$ cat src/rtl/fpx_pkg.sv
package fpx_pkg;
    localparam int CAUSE_W = 13;
    localparam int CSR_W   = 12;

    // cause vector positions
    localparam int C_SNAN  = 0;
    localparam int C_QNAN  = 1;
    localparam int C_ISI   = 2;
    localparam int C_IDI   = 3;
    localparam int C_SQRT  = 8;
    localparam int C_OVF   = 9;
    localparam int C_UNF   = 10;
    localparam int C_DIV0  = 11;
    localparam int C_INEX  = 12;

    // register bit positions
    localparam int B_EN    = 0;
    localparam int B_OVF   = 3;
    localparam int B_UNF   = 4;
    localparam int B_SNF   = 5;
    localparam int B_QNF   = 6;
    localparam int B_ZF    = 7;
    localparam int B_IXF   = 8;
    localparam int B_IVF   = 9;
    localparam int B_INF   = 10;
    localparam int B_DZF   = 11;

    // flags that trigger a request (zero flag excluded)
    localparam logic [CSR_W-1:0] TRIG_MASK = 12'hF78;
    // bits an operation report may never touch
    localparam logic [CSR_W-1:0] KEEP_MASK = 12'h087;
endpackage

$ cat src/rtl/fpx_cause_fold.sv
module fpx_cause_fold
    import fpx_pkg::*;
(
    input  logic [CAUSE_W-1:0] cause_i,
    output logic [CSR_W-1:0]   flags_o
);
    always_comb begin
        flags_o        = '0;
        flags_o[B_IVF] = |cause_i[C_SQRT:C_SNAN];
        flags_o[B_SNF] = cause_i[C_SNAN];
        flags_o[B_QNF] = cause_i[C_QNAN];
        flags_o[B_INF] = cause_i[C_ISI] | cause_i[C_IDI];
        flags_o[B_OVF] = cause_i[C_OVF];
        flags_o[B_UNF] = cause_i[C_UNF];
        flags_o[B_DZF] = cause_i[C_DIV0];
        flags_o[B_IXF] = cause_i[C_INEX];
    end
endmodule

$ cat src/rtl/fpx_event_check.sv
module fpx_event_check #(
    parameter int                 W    = 12,
    parameter logic [W-1:0]       MASK = '1
) (
    input  logic [W-1:0] value_i,
    output logic         hit_o
);
    logic [W-1:0] masked;

    for (genvar i = 0; i < W; i++) begin : g_bit
        assign masked[i] = value_i[i] & MASK[i];
    end

    assign hit_o = |masked;
endmodule

$ cat src/rtl/fpx_flag_accum.sv
module fpx_flag_accum
    import fpx_pkg::*;
#(
    parameter int PC_W = 32
) (
    input  logic                clk_i,
    input  logic                rst_ni,
    input  logic                op_valid_i,
    input  logic [CAUSE_W-1:0]  op_cause_i,
    input  logic [PC_W-1:0]     op_pc_i,
    input  logic                sw_we_i,
    input  logic [CSR_W-1:0]    sw_wdata_i,
    output logic [CSR_W-1:0]    sw_rdata_o,
    output logic                fpe_req_o,
    output logic [PC_W-1:0]     fpe_pc_o
);
    typedef struct packed {
        logic [CSR_W-1:0] csr;
        logic             req;
        logic [PC_W-1:0]  pc;
    } state_t;

    state_t state_d, state_q;

    logic [CSR_W-1:0] new_flags;
    logic [CSR_W-1:0] merged;
    logic             trig_hit;
    logic             accept;

    fpx_cause_fold u_fold (
        .cause_i (op_cause_i),
        .flags_o (new_flags)
    );

    assign merged = state_q.csr | (new_flags & ~KEEP_MASK);

    fpx_event_check #(
        .W    (CSR_W),
        .MASK (TRIG_MASK)
    ) u_trig (
        .value_i (merged),
        .hit_o   (trig_hit)
    );

    assign accept = op_valid_i & state_q.csr[B_EN] & ~sw_we_i;

    always_comb begin
        state_d     = state_q;
        state_d.req = 1'b0;
        if (sw_we_i) begin
            state_d.csr = sw_wdata_i;
        end else if (accept) begin
            state_d.csr = merged;
            if (trig_hit) begin
                state_d.req = 1'b1;
                state_d.pc  = op_pc_i;
            end
        end
    end

    always_ff @(posedge clk_i or negedge rst_ni) begin
        if (!rst_ni) begin
            state_q <= '0;
        end else begin
            state_q <= state_d;
        end
    end

    assign sw_rdata_o = state_q.csr;
    assign fpe_req_o  = state_q.req;
    assign fpe_pc_o   = state_q.pc;
endmodule

$ cat config.mk
export PLATFORM = sky130hd
export DESIGN_NAME = fpx_flag_accum
export DESIGN_NICKNAME = d
export VERILOG_FILES = /design/src/rtl/fpx_pkg.sv /design/src/rtl/fpx_cause_fold.sv /design/src/rtl/fpx_event_check.sv /design/src/rtl/fpx_flag_accum.sv
export SDC_FILE = /design/constraint.sdc
export NUM_CORES = 1
export LEC_CHECK = 0
export BUFFER_PORTS_ARGS = -buffer_cell sky130_fd_sc_hd__clkbuf_2
export CAP_MARGIN = 0
export CORE_ASPECT_RATIO = 1.1
export CORE_MARGIN = 4
export CORE_UTILIZATION = 40
export DETAILED_ROUTE_END_ITERATION = 8
export HOLD_SLACK_MARGIN = 0.02
export PLACE_DENSITY = 0.73
export SLEW_MARGIN = 20
export SYNTH_ARGS = -nofsm -noshare
export SYNTH_HDL_FRONTEND = slang
export SYNTH_SLANG_ARGS = --single-unit
$ cat constraint.sdc
create_clock -name clk_i -period 3.2 [get_ports clk_i]
set_input_delay 0.32 -clock clk_i [delete_from_list [all_inputs] [get_ports clk_i]]
set_output_delay 0.32 -clock clk_i [all_outputs]
set_load 0.05 [all_outputs]
==> summary.txt, run 1 <==
Critical path
  • Reg2reg start: sw_rdata_o[0]$_DFFE_PN0P_
  • Critical Path Max Stage Delay: 410 ps
  • R2R Setup Slk: 1400 ps
  • Cells along the critical path: and2_1 -> nand2b_1 -> buf_4 -> nand2_1 -> o211ai_2
  • Number of cells on the worst reg-to-reg path: 5
  • CP Capture Type: flop
  • Crit path kind: flop to flop
  • R2R Path End: fpe_pc_o[12]$_DFFE_PN0P_
  • Worst path slowest cell: nand2b_1
  • Critical Path Start Type: flop
  • Data arrival, critical path: 1960 ps
  • CP required: 3360 ps
  • CP max FO: 18

Cells and area
  • FILL cells: 545
  • Layout area overhead: 25.04%
  • Util after Layout: 52.59%
  • Final Net Count: 394
  • Ant. Diodes: 0
  • Share of cells above drive strength 1: 44.91%

Drt
  • 1st-iter DRT viols: 91
  • Detailed-router iteration count before antenna repair: 4
  • Total Wirelength: 5910 µm
  • WL/cell: 14.45 µm
  • DR vias/cell: 5.166
  • Antenna viol nets, final: 0
  • DRC: 0
  • Vias: 2113

STA
  • Measured slew at the worst slew-check pin: 644.6 ps
  • Worst Skew: 2.026 ps
  • Hold WS: 22.76 ps
  • Crit path time final: 1798 ps
  • Relative slew slack: 56.98%
  • Setup Total Neg Slack: 0 ps
  • Fmax: 556.3 MHz
  • Max-slew violation count: 0
  • Final setup fails: 0
  • Final period util: 56.18%
  • RSZ-0062 raised after global routing: false
  • Final Hold Viols: 0

Synthesis
  • Main synth FF type: dfrtp_1
  • Synth top area cells: dfrtp_1 (49%), o211ai_2 (16%), nand2_1 (12%), nand3_1 (6.9%), buf_12 (2.6%)
  • Syn Std Cell Area: 2313 µm²
  • Yosys warnings: 0
  • Post-synthesis sequential element count: 45
  • FFs w/ async S/R, synth: 100.0%
  • Mapped Avg Cell Area: 9.720 µm²
  • Synth cell types: 22
  • Syn Nets: 299
  • Count leader, synth: nand2_1
  • Post-synth EDFFs: 0
  • Yosys top cell area share: 48.67%
  • Syn Inst Count: 238
  • Largest area contributor in the netlist: dfrtp_1
  • Post-synth top cells: nand2_1 (72), dfrtp_1 (45), nand3_1 (32)
  • Register area share after synthesis: 48.67%

Placement
  • I/O Buffers: 105
  • Dpl hpwl: 4221 µm
  • RD Place Congestion: 0.7182

Floorplanning
  • Die W: 80.51 µm
  • Core area: 5500 µm²
  • Die area: 7066 µm²
  • Initial Util: 42.06%
  • Die Ht: 87.76 µm
  • I/O pin cnt: 106
  • Num rows: 28

CTS
  • Worst skew pair latency: 290 ps
  • CTS-repair resized insts: 0
  • Post-CTS Setup Inserts: 0
  • Clock transition at path regs: 80 ps
  • Clk root buf: clkbuf_8
  • Inserted Clock Buffers: 5
  • CTS tree: yes
  • CTS Hold Bufs: 0
  • CTS H-tree depth: 2
  • Clock sinks: 45
  • CTS max path bufs: 2

Power
  • Worst vdd ir: 0.2247 mV
  • Leak Pwr: 1.478 nW
  • Power Density: 610.9 nW/µm²

Status
  • Outcome: complete, no violations

Global routing
  • First-pass GRT wire length: 9425 µm
  • Initial antenna violation count: 0
  • Largest net degree at the start of global routing: 34
  • Vias in the first global route: 2077
  • Tot GR Track Use: 16.91%
  • Total gr overflow: 0

Min path
  • Hold Path Class: primary input to async pin

Flow run
  • Max cap viols: 0
-- how the worst max path moves through the flow --
stage | startpoint | endpoint | slack [ps]
after floorplan | sw_rdata_o[8]$_DFFE_PN0P_ | fpe_pc_o[10]$_DFFE_PN0P_ | 1480
after global placement | sw_we_i | fpe_pc_o[26]$_DFFE_PN0P_ | 1360
after detailed placement | sw_we_i | fpe_pc_o[8]$_DFFE_PN0P_ | 1330
after CTS | sw_rdata_o[0]$_DFFE_PN0P_ | fpe_pc_o[12]$_DFFE_PN0P_ | 1380
after global routing | sw_rdata_o[0]$_DFFE_PN0P_ | fpe_pc_o[8]$_DFFE_PN0P_ | 1250
final | sw_rdata_o[0]$_DFFE_PN0P_ | fpe_pc_o[12]$_DFFE_PN0P_ | 1400
-- flip-flops by register name (all words and copies together), names as in the netlist --
| register | cells |
|---|---|
| sw_rdata_o | 12 |
| fpe_pc_o | 32 |
| fpe_req_o | 1 |
-- critical path, delay by kind of cell (launching register included) --
| family | cells | cell delay [ps] |
|---|---|---|
| buffers and inverters | 1 | 350 |
| AND/OR/NAND/NOR | 3 | 840 |
| flip-flops | 1 | 380 |
| AO/OA/AOI/OAI | 1 | 90 |
-- through the flow --
step	cells	total power [mW]	setup slack [ps]	instance area [µm²]
finish	409	1.767	1402	2893
global route	409	1.856	1248	2893
CTS	409	1.793	1377	2893
detailed placement	401	1.449	1334	2813
global placement	401	1.435	1362	2813
floorplan	238	1.253	1482	2313
-- per-layer routing --
layer	share of wire [%]	vias up	global-route usage (%)	routed length, µm
li1	-	1014	-	-
met4	0.74	0	4.608	44
met5	0	-	0	0
met1	41	1013	20.91	2449
met3	7.8	6	4.733	460
met2	50	80	28.99	2955
-- layout make-up --
| type | count | area (µm²) | area share [%] |
|---|---|---|---|
| tap | 75 | 93.84 | 3.244 |
| clock buffer | 8 | 80.08 | 2.768 |
| sequential | 45 | 1126 | 38.93 |
| timing repair buffer | 110 | 563.0 | 19.46 |
| multi-input combinational | 171 | 1030 | 35.60 |
-- kinds of logic after synthesis --
kind of cell | count (synthesis) | share of synthesized area (%)
AO/OA/AOI/OAI | 47 | 20.12
buffers and inverters | 22 | 6.923
flip-flops | 45 | 48.67
multiplexers | 4 | 1.947
AND/OR/NAND/NOR | 120 | 22.34
-- placed cells by master, fill, tap and decap left out --
cell / netlist / final
a211oi_1: 1 / 1
a21o_1: 1 / 1
a21oi_1: 6 / 6
and2_1: 1 / 1
and2_4: 1 / 1
and3_1: 2 / 2
buf_4: 2 / 5
clkbuf_1: 8 / 3
clkbuf_2: 0 / 105
clkbuf_8: 0 / 5
dfrtp_1: 45 / 45
mux2_2: 4 / 4
nand2_1: 72 / 72
nand2b_1: 1 / 1
nand3_1: 32 / 32
nor2_1: 6 / 5
nor2_2: 0 / 1
nor3_1: 1 / 1
nor4_1: 4 / 4
o211ai_1: 3 / 3
o211ai_2: 29 / 29
o21ai_0: 7 / 7
-- power breakdown --
| part | switching (mW) | internal (mW) |
|---|---|---|
| Combinational | 0.503 | 0.180 |
| Clock | 0.181 | 0.155 |
| Sequential | 0.0793 | 0.668 |
| Total | 0.764 | 1.00 |
No activity file was read; power rests on OpenSTA's default activity.
==> run 2, diff against run 1 <==
--- a/config.mk
+++ b/config.mk
@@ -5,14 +5,15 @@
 export SDC_FILE = /design/constraint.sdc
 export NUM_CORES = 1
 export LEC_CHECK = 0
+export ABC_AREA = 1
 export BUFFER_PORTS_ARGS = -buffer_cell sky130_fd_sc_hd__clkbuf_2
 export CAP_MARGIN = 0
 export CORE_ASPECT_RATIO = 1.1
 export CORE_MARGIN = 4
-export CORE_UTILIZATION = 40
+export CORE_UTILIZATION = 39
 export DETAILED_ROUTE_END_ITERATION = 8
 export HOLD_SLACK_MARGIN = 0.02
-export PLACE_DENSITY = 0.73
+export PLACE_DENSITY = 0.78
 export SLEW_MARGIN = 20
 export SYNTH_ARGS = -nofsm -noshare
 export SYNTH_HDL_FRONTEND = slang
==> constraint.sdc (replaced) <==
create_clock -name clk_i -period 1.48 [get_ports clk_i]
set_input_delay 0.148 -clock clk_i [delete_from_list [all_inputs] [get_ports clk_i]]
set_output_delay 0.148 -clock clk_i [all_outputs]
set_load 0.05 [all_outputs]
==> summary.txt, run 2 <==
Synthesis
  • Syn Nets: 278 (-7.0%)
  • Synth top area cells: dfrtp_1 (59%), nand2_1 (19%), nand3_1 (9.2%), nor2_1 (2.6%), buf_6 (1.8%)
  • Post-synth top cells: nand2_1 (97), dfrtp_1 (45), nand3_1 (35)
  • Post-synthesis sequential element count: 45 (unchanged)
  • Post-synth EDFFs: 0 (unchanged)
  • Yosys top cell area share: 58.94% (+10 points)
  • Synth cell types: 16 (-27%)
  • Mapped Avg Cell Area: 8.805 µm² (-9.4%)
  • Syn Inst Count: 217 (-8.8%)
  • Yosys warnings: 0 (unchanged)
  • FFs w/ async S/R, synth: 100.0% (unchanged)
  • Count leader, synth: nand2_1
  • Main synth FF type: dfrtp_1
  • Register area share after synthesis: 58.94% (+10 points)
  • Largest area contributor in the netlist: dfrtp_1
  • Syn Std Cell Area: 1911 µm² (-17%)

CTS
  • Clock transition at path regs: 80 ps (about the same)
  • CTS max path bufs: 2 (unchanged)
  • CTS H-tree depth: 2 (unchanged)
  • Clk root buf: clkbuf_8
  • Inserted Clock Buffers: 5 (unchanged)
  • Worst skew pair latency: 290 ps (about the same)
  • Clock sinks: 45 (unchanged)
  • CTS tree: yes

Critical path
  • Critical Path Start Type: flop
  • CP max FO: 16 (-2)
  • Worst path slowest cell: dfrtp_1
  • Critical path endpoint: fpe_pc_o[1]$_DFFE_PN0P_
  • Crit path kind: flop to flop
  • Number of cells on the worst reg-to-reg path: 8 (+3)
  • CP Capture Type: flop
  • Cells along the critical path: nor2_1 -> nand2_1 -> nor2_1 -> nand2_1 -> nand2_4 -> nand2_4 -> nand2_1 -> nand2_1
  • Critical Path Max Stage Delay: 410 ps (about the same)
  • R2R Path End: fpe_pc_o[1]$_DFFE_PN0P_
  • Cell count along the critical path: 8 (+3)
  • Data arrival, critical path: 1580 ps (-380 ps)
  • R2R Setup Slk: 90 ps (-1310 ps)
  • CP most frequent cell: nand2_1
  • WP buf/inv: 0 (-1)
  • First element of the critical path: sw_rdata_o[4]$_DFFE_PN0P_
  • Kind of cell adding the most delay to the critical path: simple AND/OR/NAND/NOR gates
  • CP required: 1670 ps (-1690 ps)
  • Reg2reg start: sw_rdata_o[4]$_DFFE_PN0P_

Floorplanning
  • Initial Util: 40.79% (-1.3 points)
  • Num rows: 26 (-7.1%)
  • Die Ht: 81.41 µm (-7.2%)
  • Die area: 6084 µm² (-14%)
  • I/O pin cnt: 106 (unchanged)
  • Core area: 4684 µm² (-15%)
  • Die W: 74.74 µm (-7.2%)

Global routing
  • Total gr overflow: 0 (unchanged)
  • Tot GR Track Use: 16.97% (+0.067 points)
  • Largest net degree at the start of global routing: 34 (unchanged)
  • First-pass GRT wire length: 7907 µm (-16%)
  • Vias in the first global route: 1744 (-16%)
  • Initial antenna violation count: 0 (unchanged)

Flow run
  • Max cap viols: 0 (unchanged)

Min path
  • Min-delay src: op_pc_i[26]
  • Hold Path Class: primary input to flop

Cells and area
  • Commonest non-fill, non-tap cell in the layout: clkbuf_2
  • Util after Layout: 56.76% (+4.2 points)
  • Post-route cell area: 2659 µm² (-8.1%)
  • Footprint of the multi-input gates: 726.9 µm² (-29%)
  • Final Net Count: 390 (-1.0%)
  • FF/Latch Area: 1127 µm² (+0.11%)
  • Ant. Diodes: 0 (unchanged)
  • Share of cells above drive strength 1: 39.70% (-5.2 points)
  • FILL cells: 445 (-18%)
  • Most frequent cells in the layout: clkbuf_2 (105), nand2_1 (97), dfrtp_1 (44)
  • Layout Cells excl Fill: 386 (-5.6%)
  • Layout area overhead: 39.16%
  • Max FFs per register: 32 (unchanged)

Placement
  • RD Place Congestion: 0.8184 (+14%)
  • Placed Area: 2492 µm² (-11%)
  • I/O Buffers: 105 (unchanged)
  • Dpl hpwl: 3831 µm (-9.3%)
  • Placed Cells: 376 (-6.2%)
  • Dpl ws: 80.81 ps (-1253 ps)

Drt
  • DRC: 0 (unchanged)
  • Antenna viol nets, final: 0 (unchanged)
  • Vias: 1844 (-13%)
  • Detailed-router iteration count before antenna repair: 4 (unchanged)
  • 1st-iter DRT viols: 50 (-45%)
  • DR vias/cell: 4.777 (-7.5%)
  • Total Wirelength: 5253 µm (-11%)
  • WL/cell: 13.61 µm (-5.8%)

STA
  • Post-route worst setup slack: 90.35 ps (-1312 ps)
  • Max-slew violation count: 0 (unchanged)
  • Final Hold Viols: 0 (unchanged)
  • Hold WS: 46.59 ps (+23.83 ps)
  • Fmax: 719.6 MHz (+29%)
  • Final period util: 93.90% (+38 points)
  • Relative slew slack: 69.28% (+12 points)
  • Final setup fails: 0 (unchanged)
  • Setup Total Neg Slack: 0 ps (unchanged)
  • Worst Skew: 2.336 ps (+0.3097 ps)
  • Crit path time final: 1390 ps (-408.1 ps)
  • Measured slew at the worst slew-check pin: 460.7 ps (-183.9 ps)

Power
  • Total power: 3.931 mW (+120%)
  • Worst vdd ir: 0.7321 mV (+230%)
  • Leak Pwr: 1.518 nW (+2.7%)
  • Power Density: 1478 nW/µm² (+140%)

Status
  • Outcome: complete, no violations
run 2: cell count changes in the layout (fill, tap and decap cells not counted), moves of 4 or more:
cell	delta
o211ai_2	-29
nor4_1	-4
nand2_1	+25
nor2_1	+5
mux2_2	-4
o21ai_0	-4
run 2: cell families after synthesis:
group           after synthesis  synth area share (%)
compound gates               11                 4.061
flops                        45                 58.94
buf+inv                      13                 4.715
simple gates                148                 32.29
run 2: how the worst min path moves through the flow:
stage / end / cells after the start
after floorplan: fpe_pc_o[0]$_DFFE_PN0P_ / 0
after global placement: sw_rdata_o[2]$_DFFE_PN0P_ / 1
after detailed placement: fpe_pc_o[3]$_DFFE_PN0P_ / 1
after CTS: fpe_pc_o[21]$_DFFE_PN0P_ / 3
after global routing: fpe_pc_o[24]$_DFFE_PN0P_ / 3
final: fpe_pc_o[26]$_DFFE_PN0P_ / 3
run 2: tightest hold or removal path: stages:
cell	delay [ps]
clkbuf_2	70
nand2_1	40
nand2_1	40
run 2: layer usage:
layer	track usage [%]	vias up	share of wire, %	wire, µm
met5	0	-	0	0
met4	7.295	0	1.7	91
met3	3.305	8	6.9	362
met2	29.96	66	49	2577
met1	19.84	850	42	2221
li1	-	920	-	-
run 2: where the power goes:
part           internal (mW)  switching, mW
clock                  0.422          0.399
combinational          0.362           1.16
sequential              1.45          0.135
total                   2.24           1.69
run 2: final cells by class:
class / instances / area share, %
sequential: 45 / 42.40
multi-input combinational: 160 / 27.34
timing repair buffer: 115 / 23.53
tap: 56 / 2.635
inverter: 2 / 0.2824
clock buffer: 7 / 3.624
clock inverter: 1 / 0.1882
run 2: timing repair:
item,4_1_cts,5_1_grt
gates resized for setup,0,11
endpoints found under the hold margin,16,0
setup endpoints to repair,0,32
hold buffers,1,0
buffers inserted,0,0
==> run 3, diff against run 2 <==
==> constraint.sdc (replaced) <==
create_clock -name clk_i -period 1.48 [get_ports clk_i]
set_input_delay 0.296 -clock clk_i [delete_from_list [all_inputs] [get_ports clk_i]]
set_output_delay 0.296 -clock clk_i [all_outputs]
set_load 0.05 [all_outputs]
==> summary.txt, run 3 (synthesized netlist as in run 2, its figures left out) <==
Status
  • Outcome: complete, no violations

STA
  • Crit path time final: 1427 ps (+37.65 ps)
  • Max-slew violation count: 0 (unchanged)
  • Final Hold Viols: 0 (unchanged)
  • Worst Skew: 4.215 ps (+1.878 ps)
  • Fmax: 700.6 MHz (-2.6%)
  • Final setup fails: 0 (unchanged)
  • Relative slew slack: 78.56% (+9.3 points)
  • Final period util: 96.44% (+2.5 points)
  • Measured slew at the worst slew-check pin: 317.6 ps (-143.2 ps)

Floorplanning
  • Die W: 74.74 µm (unchanged)
  • Core area: 4684 µm² (unchanged)
  • Die area: 6084 µm² (unchanged)
  • Initial Util: 40.79% (unchanged)
  • Die Ht: 81.41 µm (unchanged)
  • I/O pin cnt: 106 (unchanged)
  • Num rows: 26 (unchanged)

Critical path
  • R2R Setup Slk: 50 ps (-40 ps)
  • CP max FO: 16 (unchanged)
  • Crit path kind: flop to flop
  • Number of cells on the worst reg-to-reg path: 7 (-1)
  • Critical path endpoint: fpe_pc_o[28]$_DFFE_PN0P_
  • Reg2reg start: sw_rdata_o[0]$_DFFE_PN0P_
  • First element of the critical path: sw_rdata_o[0]$_DFFE_PN0P_
  • CP required: 1670 ps (about the same)
  • R2R Path End: fpe_pc_o[28]$_DFFE_PN0P_
  • Critical Path Start Type: flop
  • CP Capture Type: flop
  • Data arrival, critical path: 1610 ps (+30 ps)

Drt
  • DR vias/cell: 4.847 (+1.5%)
  • DRC: 0 (unchanged)
  • Antenna viol nets, final: 0 (unchanged)
  • Vias: 1900 (+3.0%)
  • 1st-iter DRT viols: 86 (+72%)
  • WL/cell: 13.59 µm (-0.12%)
  • Total Wirelength: 5328 µm (+1.4%)
  • Detailed-router iteration count before antenna repair: 4 (unchanged)

Cells and area
  • Footprint of the multi-input gates: 763.2 µm² (+5.0%)
  • Ant. Diodes: 0 (unchanged)
  • Post-route cell area: 2835 µm² (+6.6%)
  • Commonest non-fill, non-tap cell in the layout: clkbuf_2
  • Layout area overhead: 48.40%
  • Util after Layout: 60.52% (+3.8 points)
  • Share of cells above drive strength 1: 41.67% (+2.0 points)
  • FF/Latch Area: 1127 µm² (unchanged)
  • FILL cells: 434 (-2.5%)
  • Max FFs per register: 32 (unchanged)
  • Final Net Count: 396 (+1.5%)
  • Layout Cells excl Fill: 392 (+1.6%)
  • Most frequent cells in the layout: clkbuf_2 (105), nand2_1 (95), dfrtp_1 (44)

Global routing
  • Largest net degree at the start of global routing: 46 (+35%)
  • First-pass GRT wire length: 7886 µm (-0.27%)
  • Tot GR Track Use: 16.90% (-0.073 points)
  • Initial antenna violation count: 0 (unchanged)
  • Vias in the first global route: 1787 (+2.5%)
  • Total gr overflow: 0 (unchanged)

CTS
  • Clock transition at path regs: 80 ps (about the same)
  • Worst skew pair latency: 290 ps (about the same)
  • Inserted Clock Buffers: 5 (unchanged)
  • CTS max path bufs: 2 (unchanged)
  • Clk root buf: clkbuf_8
  • CTS tree: yes
  • CTS H-tree depth: 2 (unchanged)
  • Clock sinks: 45 (unchanged)

Power
  • Leak Pwr: 1.602 nW (+5.5%)
  • Total power: 4.225 mW (+7.5%)
  • Power Density: 1490 nW/µm² (+0.79%)
  • Worst vdd ir: 0.7918 mV (+8.2%)

Placement
  • RD Place Congestion: 0.8258 (+0.90%)
  • Placed Area: 2497 µm² (+0.20%)
  • Dpl hpwl: 3683 µm (-3.8%)
  • I/O Buffers: 105 (unchanged)
  • Placed Cells: 375 (-0.27%)

Flow run
  • Max cap viols: 0 (unchanged)

Min path
  • Hold Path Class: primary input to flop
==> run 3: cell types whose count changed in the layout (fill, tap and decap cells not counted), moves of 2 or more <==
| cell | before | now |
|---|---|---|
| nand2_1 | 97 | 95 |
| buf_8 | 2 | 0 |
| nand2_2 | 0 | 2 |
| nand2_8 | 1 | 3 |
| clkbuf_16 | 0 | 2 |
| buf_12 | 0 | 4 |
| clkbuf_8 | 7 | 5 |
| bufinv_16 | 0 | 2 |
==> run 3: power breakdown <==
group          leakage, nW  switching (mW)  internal, mW
Combinational        0.979            1.17         0.392
Clock               0.0681           0.407         0.670
Sequential           0.555           0.132          1.45
Total                 1.60            1.71          2.52
==> run 3: area by class of cell <==
cell class              instances  area share, %
clock buffers                   5          2.427
flip-flops and latches         45          39.76
repair buffers                120          25.86
multi-input cells             161          26.92
clock inverters                 3          2.295
well taps                      56          2.471
inverters                       2         0.2648
==> run 3: how the worst min path moves through the flow <==
stage	start	endpoint	slack (ps)	cells past startpoint
2_1_floorplan	rst_ni	fpe_pc_o[0]$_DFFE_PN0P_	0.4	0
3_3_place_gp	rst_ni	sw_rdata_o[2]$_DFFE_PN0P_	290	2
3_5_place_dp	rst_ni	sw_rdata_o[2]$_DFFE_PN0P_	300	2
4_1_cts	op_pc_i[21]	fpe_pc_o[21]$_DFFE_PN0P_	180	3
5_1_grt	op_pc_i[27]	fpe_pc_o[27]$_DFFE_PN0P_	190	3
6_report	op_pc_i[21]	fpe_pc_o[21]$_DFFE_PN0P_	190	3
==> run 3: layer usage <==
metal  share of wire (%)  vias to the layer above  track usage, %  wire length, µm
li1                    -                      937               -                -
met1                  42                      872           20.09             2215
met2                  48                       77           28.82             2560
met3                 7.2                       14           3.182              381
met4                 3.2                        0           8.719              172
met5                   0                        -               0                0
==> run 3: what timing repair did <==
| action | CTS | global route |
|---|---|---|
| gates resized for setup | 0 | 18 |
| setup endpoints to repair | 0 | 32 |
| hold buffers | 1 | 0 |
| hold endpoints to repair | 45 | 0 |
| setup buffers | 0 | 4 |
==> run 3: metrics by stage <==
step / hold slack (ps) / setup TNS [ps] / setup WS [ps]
after floorplan: 0.4090 / 0 / 8.411
after global placement: 294.8 / 0 / 68.15
after detailed placement: 299.0 / 0 / 18.54
after CTS: 176.3 / 0 / 51.82
after global routing: 185.1 / -972.5 / -45.89
final: 187.5 / 0 / 52.70
==> run 3: worst max-delay path, stage by stage, from the launching register on <==
cell and delay, ps:
dfrtp_2 400, nand2_2 100, nor2_4 250, o21ai_4 100
buf_12 160, buf_6 150, nand3_1 90, nand2_1 60
